## src/rtl/pof_pkg.sv

```systemverilog
package pof_pkg;
  localparam int unsigned CTL_N  = 3;
  localparam int unsigned OE_W   = 8;
  localparam int unsigned OE_BUS = 0;
  localparam int unsigned OE_DE  = 1;
  localparam int unsigned OE_HS  = 2;
  localparam int unsigned OE_VS  = 3;
  localparam int unsigned OE_CLK = 4;
  localparam int unsigned OE_CTL0 = 5;

  typedef struct packed {
    logic             de;
    logic             hs;
    logic             vs;
    logic [CTL_N-1:0] ctl;
  } sync_t;
endpackage

```

## src/rtl/pof_phase.sv

```systemverilog
// Tracks even/odd slot of dual-pixel pairing; restarts on DE rising edge.
module pof_phase (
  input  logic clk,
  input  logic rst,
  input  logic de_in,
  output logic even_slot
);
  logic de_q;
  logic odd_q;
  logic de_rise;

  assign de_rise   = de_in & ~de_q;
  assign even_slot = de_rise | ~odd_q;

  always_ff @(posedge clk) begin
    if (rst) begin
      de_q  <= 1'b0;
      odd_q <= 1'b0;
    end else begin
      de_q  <= de_in;
      odd_q <= even_slot;
    end
  end
endmodule

```

## src/rtl/pof_narrow.sv

```systemverilog
// Keeps the upper NW bits of each CH_W-bit channel.
module pof_narrow #(
  parameter int unsigned CH_W = 8,
  parameter int unsigned NW   = 6,
  parameter int unsigned NCH  = 3
) (
  input  logic [NCH*CH_W-1:0] wide_in,
  output logic [NCH*NW-1:0]   narrow_out
);
  localparam int unsigned DROP = CH_W - NW;

  for (genvar c = 0; c < NCH; c++) begin : g_ch
    assign narrow_out[c*NW +: NW] = wide_in[c*CH_W + DROP +: NW];
  end
endmodule

```

## src/rtl/pof_pack.sv

```systemverilog
// Data path: single pass-through or even/odd pair packing, plus clock enable.
module pof_pack
  import pof_pkg::*;
#(
  parameter int unsigned CH_W = 8,
  parameter int unsigned NW   = 6,
  parameter int unsigned NCH  = 3
) (
  input  logic                  clk,
  input  logic                  rst,
  input  logic                  dual,
  input  logic                  gate,
  input  logic                  even_slot,
  input  logic [NCH*CH_W-1:0]   pix,
  input  sync_t                 sync_in,
  output logic [2*NCH*NW-1:0]   bus,
  output sync_t                 sync_out,
  output logic                  clk_en
);
  localparam int unsigned PIX_W = NCH * CH_W;
  localparam int unsigned NAR_W = NCH * NW;
  localparam int unsigned BUS_W = 2 * NAR_W;
  localparam int unsigned PAD_W = BUS_W - PIX_W;

  logic [NAR_W-1:0] nar;
  logic [NAR_W-1:0] even_hold;
  logic             en_next;

  pof_narrow #(.CH_W(CH_W), .NW(NW), .NCH(NCH)) u_narrow (
    .wide_in    (pix),
    .narrow_out (nar)
  );

  assign en_next = ~(gate & ~sync_in.de);

  always_ff @(posedge clk) begin
    if (rst) begin
      even_hold <= '0;
      bus       <= '0;
      sync_out  <= '0;
      clk_en    <= 1'b0;
    end else if (dual) begin
      if (even_slot) begin
        even_hold <= nar;
        clk_en    <= 1'b0;
      end else begin
        bus      <= {nar, even_hold};
        sync_out <= sync_in;
        clk_en   <= en_next;
      end
    end else begin
      bus      <= {{PAD_W{1'b0}}, pix};
      sync_out <= sync_in;
      clk_en   <= en_next;
    end
  end
endmodule

```

## src/rtl/pof_oe.sv

```systemverilog
// Output-enable vector from the two active-low disables.
module pof_oe
  import pof_pkg::*;
(
  input  logic            clk,
  input  logic            rst,
  input  logic            pwr_n,
  input  logic            out_dis_n,
  output logic [OE_W-1:0] oe
);
  for (genvar i = 0; i < OE_W; i++) begin : g_oe
    localparam bit EXEMPT = (i == OE_CTL0);
    always_ff @(posedge clk) begin
      if (rst) oe[i] <= 1'b0;
      else     oe[i] <= pwr_n & (out_dis_n | EXEMPT);
    end
  end
endmodule

```

## src/rtl/dual_pixel_out_fmt.sv

```systemverilog
module dual_pixel_out_fmt
  import pof_pkg::*;
#(
  parameter int unsigned CH_W = 8,
  parameter int unsigned NW   = 6,
  parameter int unsigned NCH  = 3
) (
  input  logic                 clk,
  input  logic                 rst,
  input  logic                 cfg_dual,
  input  logic                 cfg_clk_inv,
  input  logic                 cfg_gate_blank,
  input  logic                 pwr_n,
  input  logic                 out_dis_n,
  input  logic [NCH*CH_W-1:0]  pix_in,
  input  logic                 de_in,
  input  logic                 hs_in,
  input  logic                 vs_in,
  input  logic [CTL_N-1:0]     ctl_in,
  output logic [2*NCH*NW-1:0]  q_data,
  output logic                 q_de,
  output logic                 q_hs,
  output logic                 q_vs,
  output logic [CTL_N-1:0]     q_ctl,
  output logic                 oclk_en,
  output logic                 oclk_inv,
  output logic [OE_W-1:0]      out_oe
);
  logic  even_slot;
  sync_t sync_in;
  sync_t sync_q;

  assign sync_in = '{de: de_in, hs: hs_in, vs: vs_in, ctl: ctl_in};

  pof_phase u_phase (
    .clk       (clk),
    .rst       (rst),
    .de_in     (de_in),
    .even_slot (even_slot)
  );

  pof_pack #(.CH_W(CH_W), .NW(NW), .NCH(NCH)) u_pack (
    .clk       (clk),
    .rst       (rst),
    .dual      (cfg_dual),
    .gate      (cfg_gate_blank),
    .even_slot (even_slot),
    .pix       (pix_in),
    .sync_in   (sync_in),
    .bus       (q_data),
    .sync_out  (sync_q),
    .clk_en    (oclk_en)
  );

  pof_oe u_oe (
    .clk       (clk),
    .rst       (rst),
    .pwr_n     (pwr_n),
    .out_dis_n (out_dis_n),
    .oe        (out_oe)
  );

  always_ff @(posedge clk) begin
    if (rst) oclk_inv <= 1'b0;
    else     oclk_inv <= cfg_clk_inv;
  end

  assign q_de  = sync_q.de;
  assign q_hs  = sync_q.hs;
  assign q_vs  = sync_q.vs;
  assign q_ctl = sync_q.ctl;
endmodule

```

## config.mk

```make
export PLATFORM = sky130hd
export DESIGN_NAME = dual_pixel_out_fmt
export DESIGN_NICKNAME = d
export VERILOG_FILES = /design/src/rtl/pof_pkg.sv /design/src/rtl/pof_phase.sv /design/src/rtl/pof_narrow.sv /design/src/rtl/pof_pack.sv /design/src/rtl/pof_oe.sv /design/src/rtl/dual_pixel_out_fmt.sv
export SDC_FILE = /design/constraint.sdc
export NUM_CORES = 1
export LEC_CHECK = 0
export BUFFER_PORTS_ARGS = -buffer_cell sky130_fd_sc_hd__buf_2
export CAP_MARGIN = 25
export CORE_MARGIN = 4
export CORE_UTILIZATION = 46
export DETAILED_ROUTE_END_ITERATION = 8
export HOLD_SLACK_MARGIN = 0.05
export PLACE_DENSITY = 0.87
export SLEW_MARGIN = 20
export SYNTH_ARGS = -nofsm -noshare
export SYNTH_HDL_FRONTEND = slang
export SYNTH_SLANG_ARGS = --single-unit
```

## constraint.sdc

```tcl
create_clock -name clk -period 1.2 [get_ports clk]
set_input_delay 0.12 -clock clk [delete_from_list [all_inputs] [get_ports clk]]
set_output_delay 0.12 -clock clk [all_outputs]
set_load 0.1 [all_outputs]
```

# After elaboration in Yosys (flattened, before gate mapping)
# Index checks and enable logic that the tools add are counted.
dict set report word_totals {
  word_cells 31
  input_bits 37
  ff_bits 66
}
dict set report op_classes {
  mux 6
  bitwise_logic 9
  eq_ne 1
  n_reduce_logical 2
}
# operator count
set op_table {}
lappend op_table {{two-way mux 24 bit} 2}
lappend op_table {{two-way mux 6 bit} 2}
lappend op_table {{inverter 1 bit} 5}
lappend op_table {{AND 1 bit} 3}
lappend op_table {{two-way mux 1 bit} 2}
lappend op_table {{inequality test 2 bit, second input constant} 1}
lappend op_table {{AND reduction 2 bit} 1}
lappend op_table {{OR reduction 2 bit} 1}
lappend op_table {{OR 1 bit} 1}

# Depth between registers and ports, before layout
# Gate-level depths: netlist (run 1).
dict set report depth {
  ltp_word 5
  mapped_depth 5
  depth_no_buf 3
}

# Cells and area by module
# A second synthesis (run 1) with hierarchy kept.
dict set report hier_totals {
  hier_cells 295
  hier_area_um2 2972.9
}
# mod cells_each instances seq_area_each_um2 area_each_um2
set by_module_without_submodules {}
lappend by_module_without_submodules {pof_pack 259 1 1221.2 2638.8}
lappend by_module_without_submodules {pof_narrow 18 1 0.0 135.1}
lappend by_module_without_submodules {pof_oe 10 1 40.0 100.1}
lappend by_module_without_submodules {pof_phase 6 1 40.0 65.1}
lappend by_module_without_submodules {dual_pixel_out_fmt 2 1 20.0 33.8}

# Worst setup path after synthesis (run 1)
# OpenSTA, ideal clock, no wires.
dict set report synth_timing {
  path_kind {register -> output}
  from {register u_oe.oe[2] (netlist name)}
  to {output out_oe[1]}
  arrival_ns 1.446
  stages_incl_launch_ff 2
  slack_ns -0.366
  path_cell_list {dfxtp_1 > buf_4}
}
# item line_no
set synth_rtl {}
lappend synth_rtl {{end: declaration} dual_pixel_out_fmt.sv:27} ;# output logic [OE_W-1:0] out_oe

# Worst setup path after layout (run 1)
dict set report layout_timing {
  from {register u_phase.de_q}
  to {register u_pack.sync_out[3] (netlist bit)}
}
dict set report layout_between {
  elab_chain_cells 4
}
# item line_no
set layout_lines {}
lappend layout_lines {{start: declaration} pof_phase.sv:8} ;# logic de_q;
lappend layout_lines {{start signal: assignment} pof_phase.sv:20} ;# de_q <= de_in;
lappend layout_lines {{inverter 1 bit} pof_phase.sv:12} ;# assign de_rise = de_in & ~de_q;
lappend layout_lines {{AND 1 bit} pof_phase.sv:12}
lappend layout_lines {{OR 1 bit} pof_phase.sv:13} ;# assign even_slot = de_rise | ~odd_q;
lappend layout_lines {{inequality test 2 bit (no source line)} n/a}
lappend layout_lines {{end signal: assignment} pof_pack.sv:48} ;# sync_out <= sync_in;
lappend layout_lines {{end signal: assignment} pof_pack.sv:53} ;# sync_out <= sync_in;
lappend layout_lines {{end: declaration} pof_pack.sv:17} ;# output sync_t sync_out,
# No other way between the ends.
# A chain may end at the register's enable or synchronous reset.

==> flow_summary.yaml, run 1 <==
drt:
  num_vias: 2786
  wl_per_cell_um: 17.9
  drt_iter0_markers: 241
  wl_mm: 8.92
  drc: 0
  ant_nets: 0
  vias_per_cell: 5.59
  drt-pass1-iter-count: 5
sta:
  hold_ws_ns: 0.0510
  fin_skew_ns: 0.00722
  slew_headroom: 0.676
  fin_crit_ns: 1.23
  rsz0062_at_grt: "yes"
  fmax_mhz: 814
  setup_viol: 5
  worst_slack_ns: -0.0290
  worst_pin_slew_ns: 0.490
  hold_viol: 0
  slew_violations: 0
  min_period_over_period: 1.02
  tns_ns: -0.0614
finish:
  fin_area_mm2: 0.00419
  final_cells: 498
  fin_nets: 454
  area_growth_pct: 44.8
  layout-drive-gt1-share: 0.424
yosys:
  yosys_warnings: 0
  synth_area_leaders: "dfxtp_1 (46%), nand2b_1 (10%), mux2i_1 (8.0%)"
  yosysTopAreaCell: "dfxtp_1"
  yosysMostFrequentCell: "dfxtp_1"
  synth.ff_latch_count: 66
  syn_area_mm2: 0.00290
  synth_fp_nets: 357
  ys.flop_type: "dfxtp_1"
  async_flop_share: 0
  yosysTopAreaCellShare: 0.456
  yosysSeqAreaShare: 0.456
  synthCells: 320
  yosys-top-cells-count: "dfxtp_1 (66), nand2b_1 (48), nand3_1 (36), o21ai_1 (36), nor2_1 (28)"
  synth_edf_count: 0
  synth.distinct_cells: 22
  synth.avg_cell_area_um2: 9.05
power:
  irDropWorstVdd_v: 0.00118
  power.leakage_uw: 0.00170
  p_per_area_mw_per_mm2: 1540
die:
  io_pins: 89
  die_y_um: 87.3
  die_width_um: 87.3
  rows: 28
  core_area_mm2: 0.00603
  initial_utilization: 0.480
  die-area_mm2: 0.00763
status:
  violations: "negative setup slack"
  status: "finished, violations left"
clock_network:
  clkSlewWorstSetupHoldPaths_ns: 0.07
  cts_max_path_buffers: 2
  cts-buffers-inserted: 9
  cts_tree: "yes"
  cts.sinks: 66
  htreeDepth: 3
  clk_latency_ns: 0.35
  cts_root_buf: "clkbuf_8"
global_route:
  grt_pass1_vias: 2767
  antenna_found_initial: 1
  grt.overflow.total: 0
  grt_pass1_wl_mm: 14.0
  track_usage: 0.237
  grt_max_degree: 49
place:
  placed_area_mm2: 0.00362
  place_inst: 465
  pre_cts_slack_ns: -0.0539
  io_buffers: 88
  dp_hpwl_mm: 5.70
  gp_congestion: 0.849
worst_setup_path:
  crit_path_end_kind: "flop"
  worstPathMaxFanout: 16
  worst_setup_path_start_kind: "flop"
  crit_required_ns: 1.46
  critPathKind: "flop to flop"
  arrival_ns: 1.49
flow_run:
  cap_violations: 0
hold_path:
  min_path_type: "input pin to flop"
-- final cells by class --
class / instances / area, µm²
Sequential cell: 66 / 1380
Antenna cell: 1 / 2.50
Tap cell: 75 / 93.8
Multi-Input combinational cell: 214 / 1370
Clock buffer: 10 / 138
Clock inverter: 6 / 114
Fill cell: 424 / 1830
Timing Repair Buffer: 123 / 1080
Inverter: 3 / 11.3
-- through the flow --
stage          utilization  power (µW)
2_1_floorplan            -        3630
3_3_place_gp         0.600        3960
3_5_place_dp         0.600        3990
4_1_cts              0.691        6410
5_1_grt              0.696        6630
6_report             0.696        6440
-- per-layer routing --
layer | global-route usage | up-vias | wire length, µm
li1 | - | 1312 | -
met1 | 0.290 | 1334 | 3580
met2 | 0.400 | 124 | 4560
met3 | 0.0539 | 16 | 603
met4 | 0.0948 | 0 | 176
met5 | 0 | - | 0
-- cells in the final DEF (no fill, tap or decap) --
cell           instances
o21ai_4                1
and2_1                 1
buf_2                 37
a311oi_2               2
buf_12                16
dfxtp_2               44
mux2i_1               23
clkbuf_8              10
o32a_1                 1
o21ai_1               32
dfxtp_1               21
inv_1                  2
dfxtp_4                1
bufinv_16              3
buf_6                  4
nand3_1               36
nand2b_4               1
a21oi_1               12
diode_2                1
clkinv_4               1
a311oi_1              22
a21oi_4                1
dlygate4sd3_1         15
inv_2                  1
nand2b_1              47
buf_4                 50
clkinvlp_4             2
o21ai_2                3
and2b_2                1
a211oi_1               1
clkbuf_4               1
nor2b_1                2
nor2_1                28
-- cells by family after synthesis --
logic type,share of synthesized area
AOI/OAI and AO/OA,0.167
buffers and inverters,0.0856
DFF,0.456
muxes,0.0795
and+or+nand+nor,0.211
-- path summary, 6_finish.rpt --
| path | startpoint | end | slack [ns] | cells past startpoint |
|---|---|---|---|---|
| max | u_phase.de_q$_SDFF_PP0_ | u_pack.sync_out[3]$_SDFFE_PP0P_ | -0.03 | 4 |
| min | pix_in[9] | u_pack.bus[9]$_SDFFE_PP0P_ | 0.05 | 3 |
| max reg2reg | u_phase.de_q$_SDFF_PP0_ | u_pack.sync_out[3]$_SDFFE_PP0P_ | -0.03 | 4 |
| min reg2reg | u_pack.bus[28]$_SDFFE_PP0N_ | u_pack.bus[28]$_SDFFE_PP0N_ | 0.47 | 2 |
-- critical path, stage by stage, from the launching register on --
cell	delay (ns)
dfxtp_2	0.32
nand2b_4	0.18
a21oi_4	0.21
buf_12	0.21
mux2i_1	0.23
-- state kept, by name (all words and copies together) (netlist names) --
register	count
u_pack.bus	36
u_pack.sync_out	6
u_phase.odd_q	1
u_oe.oe	2
u_pack.clk_en	1
u_pack.even_hold	18
oclk_inv	1
u_phase.de_q	1
-- power by group --
part	internal, µW	total [µW]	switching (µW)	leakage [µW]
logic	494	1650	1150	0.00102
clock network	1440	2350	911	0.000119
registers	2350	2450	101	0.000560
-- repair_timing --
action / 4_1_cts / 5_1_grt
resized for setup: 50 / 6
hold endpoints to repair: 15 / 0
hold buffers: 15 / 0
cloned: 0 / 0
endpoints found under the setup margin: 65 / 49
pin swaps: 2 / 11
setup buffers: 1 / 0
(Power assumes the default switching activity.)
==> run 2, diff against run 1 <==
ABC_AREA = 1   (was default)
PLACE_DENSITY = 0.86   (was 0.87)
==> flow_summary.yaml, run 2 <==
worst_setup_path:
  r2r_slack_ns: 0.10
  worst_setup_path_start_kind: "input pin"
  crit_path_end_kind: "flop"
  r2r-start: "u_phase.de_q$_SDFF_PP0_"
  worstPathMaxFanout: 2
  crit_required_ns: 1.44
  critPathKind: "input pin to flop"
  timing.rr.end: "u_pack.sync_out[0]$_SDFFE_PP0P_"
  reg2regPathDepth: 7
  arrival_ns: 1.40
sta:
  fin_skew_ns: 0.00668
  slew_headroom: 0.728
  setup_viol: 0
  tns_ns: 0
  slew_violations: 0
  hold_viol: 0
  fin_crit_ns: 1.16
  worst_pin_slew_ns: 0.407
  min_period_over_period: 0.966
  fmax_mhz: 862
  rsz0062_at_grt: "no"
yosys:
  async_flop_share: 0
  yosysTopAreaCellShare: 0.433
  yosys-top-cells-count: "nand2_1 (127), nor2_1 (68), dfxtp_1 (66)"
  syn_area_mm2: 0.00305
  yosys_warnings: 0
  synthCells: 461
  synth_edf_count: 0
  synth_fp_nets: 498
  synth_area_leaders: "dfxtp_1 (43%), nand2_1 (16%), nor2_1 (8.4%)"
  ys.flop_type: "dfxtp_1"
  yosysMostFrequentCell: "nand2_1"
  synth.distinct_cells: 20
  synth.avg_cell_area_um2: 6.62
  yosysTopAreaCell: "dfxtp_1"
  yosysSeqAreaShare: 0.433
  synth.ff_latch_count: 66
die:
  io_pins: 89
  core_area_mm2: 0.00639
  die_width_um: 89.5
  rows: 29
  die_y_um: 89.5
  initial_utilization: 0.478
  die-area_mm2: 0.00800
drt:
  drt-pass1-iter-count: 4
  wl_mm: 8.00
  drc: 0
  vias_per_cell: 4.99
  drt_iter0_markers: 154
  num_vias: 3126
  wl_per_cell_um: 12.8
  ant_nets: 0
finish:
  layout-drive-gt1-share: 0.299
  reg_top3: "u_pack.bus (36), u_pack.even_hold (18), u_pack.sync_out (6)"
  fillCellCount: 532
  layout_common_cells: "nand2_1 (125), nor2_1 (68), nand3_1 (47), inv_1 (46), buf_4 (43)"
  registers.top_by_ff_count: "u_pack.bus"
  final_common_cell: "nand2_1"
  fin_nets: 581
  antenna_cells: 0
  area_growth_pct: 38.5
  largest_reg_flops: 36
  final_cells: 626
hold_path:
  min_path_type: "input pin to flop"
  min_path_cells: 2
  min_to: "u_oe.oe[5]$_SDFF_PP0_"
  holdCritStartpoint: "rst"
place:
  gp_congestion: 0.854
  io_buffers: 88
  dp_hpwl_mm: 5.26
  place_inst: 594
power:
  p_per_area_mw_per_mm2: 1490
  irDropWorstVdd_v: 0.000875
  power.leakage_uw: 0.00214
global_route:
  grt_max_degree: 54
  grt_pass1_wl_mm: 12.9
  grt_pass1_vias: 2851
  grt.overflow.total: 0
  track_usage: 0.209
  antenna_found_initial: 0
flow_run:
  cap_violations: 0
clock_network:
  cts_max_path_buffers: 2
  htreeDepth: 3
  clk_latency_ns: 0.35
  cts_root_buf: "clkbuf_8"
  clkSlewWorstSetupHoldPaths_ns: 0.07
  cts-buffers-inserted: 9
  cts_tree: "yes"
  cts.sinks: 66
status:
  status: "completed"
## run 2: cell types whose count changed in the layout (fill, tap and decap cells not counted), moves of 8 or more
cell      previous run  this run
nand2b_1            47         0
a21oi_1             12        42
nand3_1             36        47
a311oi_1            22         0
mux2i_1             23         0
nor2_1              28        68
o21ai_1             32         3
inv_1                2        46
nand2_1              0       125
o21ai_0              0         8
## run 2: repair_timing
item,CTS,global route
gates resized for setup,40,2
gates cloned,0,1
hold endpoints to repair,11,0
setup buffers,0,2
hold buffers,14,0
setup endpoints to repair,46,39
pin swaps,0,1
## run 2: power breakdown
group	internal [µW]	total, µW	switching, µW
logic	545	1890	1340
registers	2370	2470	105
clock network	1070	1920	855
total	3980	6290	2300
## run 2: through the flow
step / cell area [µm²] / hold WS, ns / setup WS (ns) / util / power (µW)
finish: 4230 / 0.0287 / 0.0404 / 0.662 / 6290
detailed placement: 3750 / 0.333 / 0.0453 / 0.587 / 4290
global route: 4230 / 0.0555 / 0.00720 / 0.662 / 6580
global placement: 3750 / 0.319 / 0.0929 / 0.587 / 4260
floorplan: 3110 / 0.226 / 0.00551 / - / 3890
CTS: 4190 / 0.0514 / 0.0226 / 0.656 / 6300
## run 2: worst max path at each step
stage | endpoint | depth (start not counted) | startpoint
3_5_place_dp | u_pack.even_hold[17]$_SDFFE_PP0P_ | 7 | u_phase.de_q$_SDFF_PP0_
5_1_grt | u_pack.bus[14]$_SDFFE_PP0P_ | 7 | u_phase.de_q$_SDFF_PP0_
2_1_floorplan | out_oe[1] | 1 | u_oe.oe[2]$_SDFF_PP0_
4_1_cts | u_pack.bus[20]$_SDFFE_PP0P_ | 7 | u_phase.de_q$_SDFF_PP0_
6_report | u_oe.oe[2]$_SDFF_PP0_ | 5 | pwr_n
3_3_place_gp | u_pack.even_hold[13]$_SDFFE_PP0P_ | 7 | u_phase.de_q$_SDFF_PP0_
## run 2: worst max-delay path, stage by stage
cell	delay [ns]
dlygate4sd3_1	0.53
buf_2	0.13
nand2_1	0.05
dlygate4sd3_1	0.54
nor2_1	0.04
## run 2: layout make-up
cell class | count | area (µm²) | area share
multi-input cells | 306 | 1320 | 0.312
inverters | 49 | 186 | 0.0441
repair buffers | 112 | 1040 | 0.247
flip-flops and latches | 66 | 1380 | 0.326
clock inverters | 4 | 50.0 | 0.0118
clock buffers | 12 | 155 | 0.0367
well taps | 77 | 96.3 | 0.0228
## run 2: logic make-up after synthesis
group	count (synthesis)	share of synthesized area
AOI/OAI and AO/OA	55	0.0926
and+or+nand+nor	251	0.336
buffers and inverters	89	0.139
DFF	66	0.433
## run 2: per-layer routing
layer	share of wire	vias to the layer above	GRT usage	wire length, µm
li1	-	1599	-	-
met1	0.41	1404	0.239	3250
met2	0.51	105	0.362	4050
met3	0.065	18	0.0535	523
met4	0.022	0	0.0974	174
met5	0	-	0	0
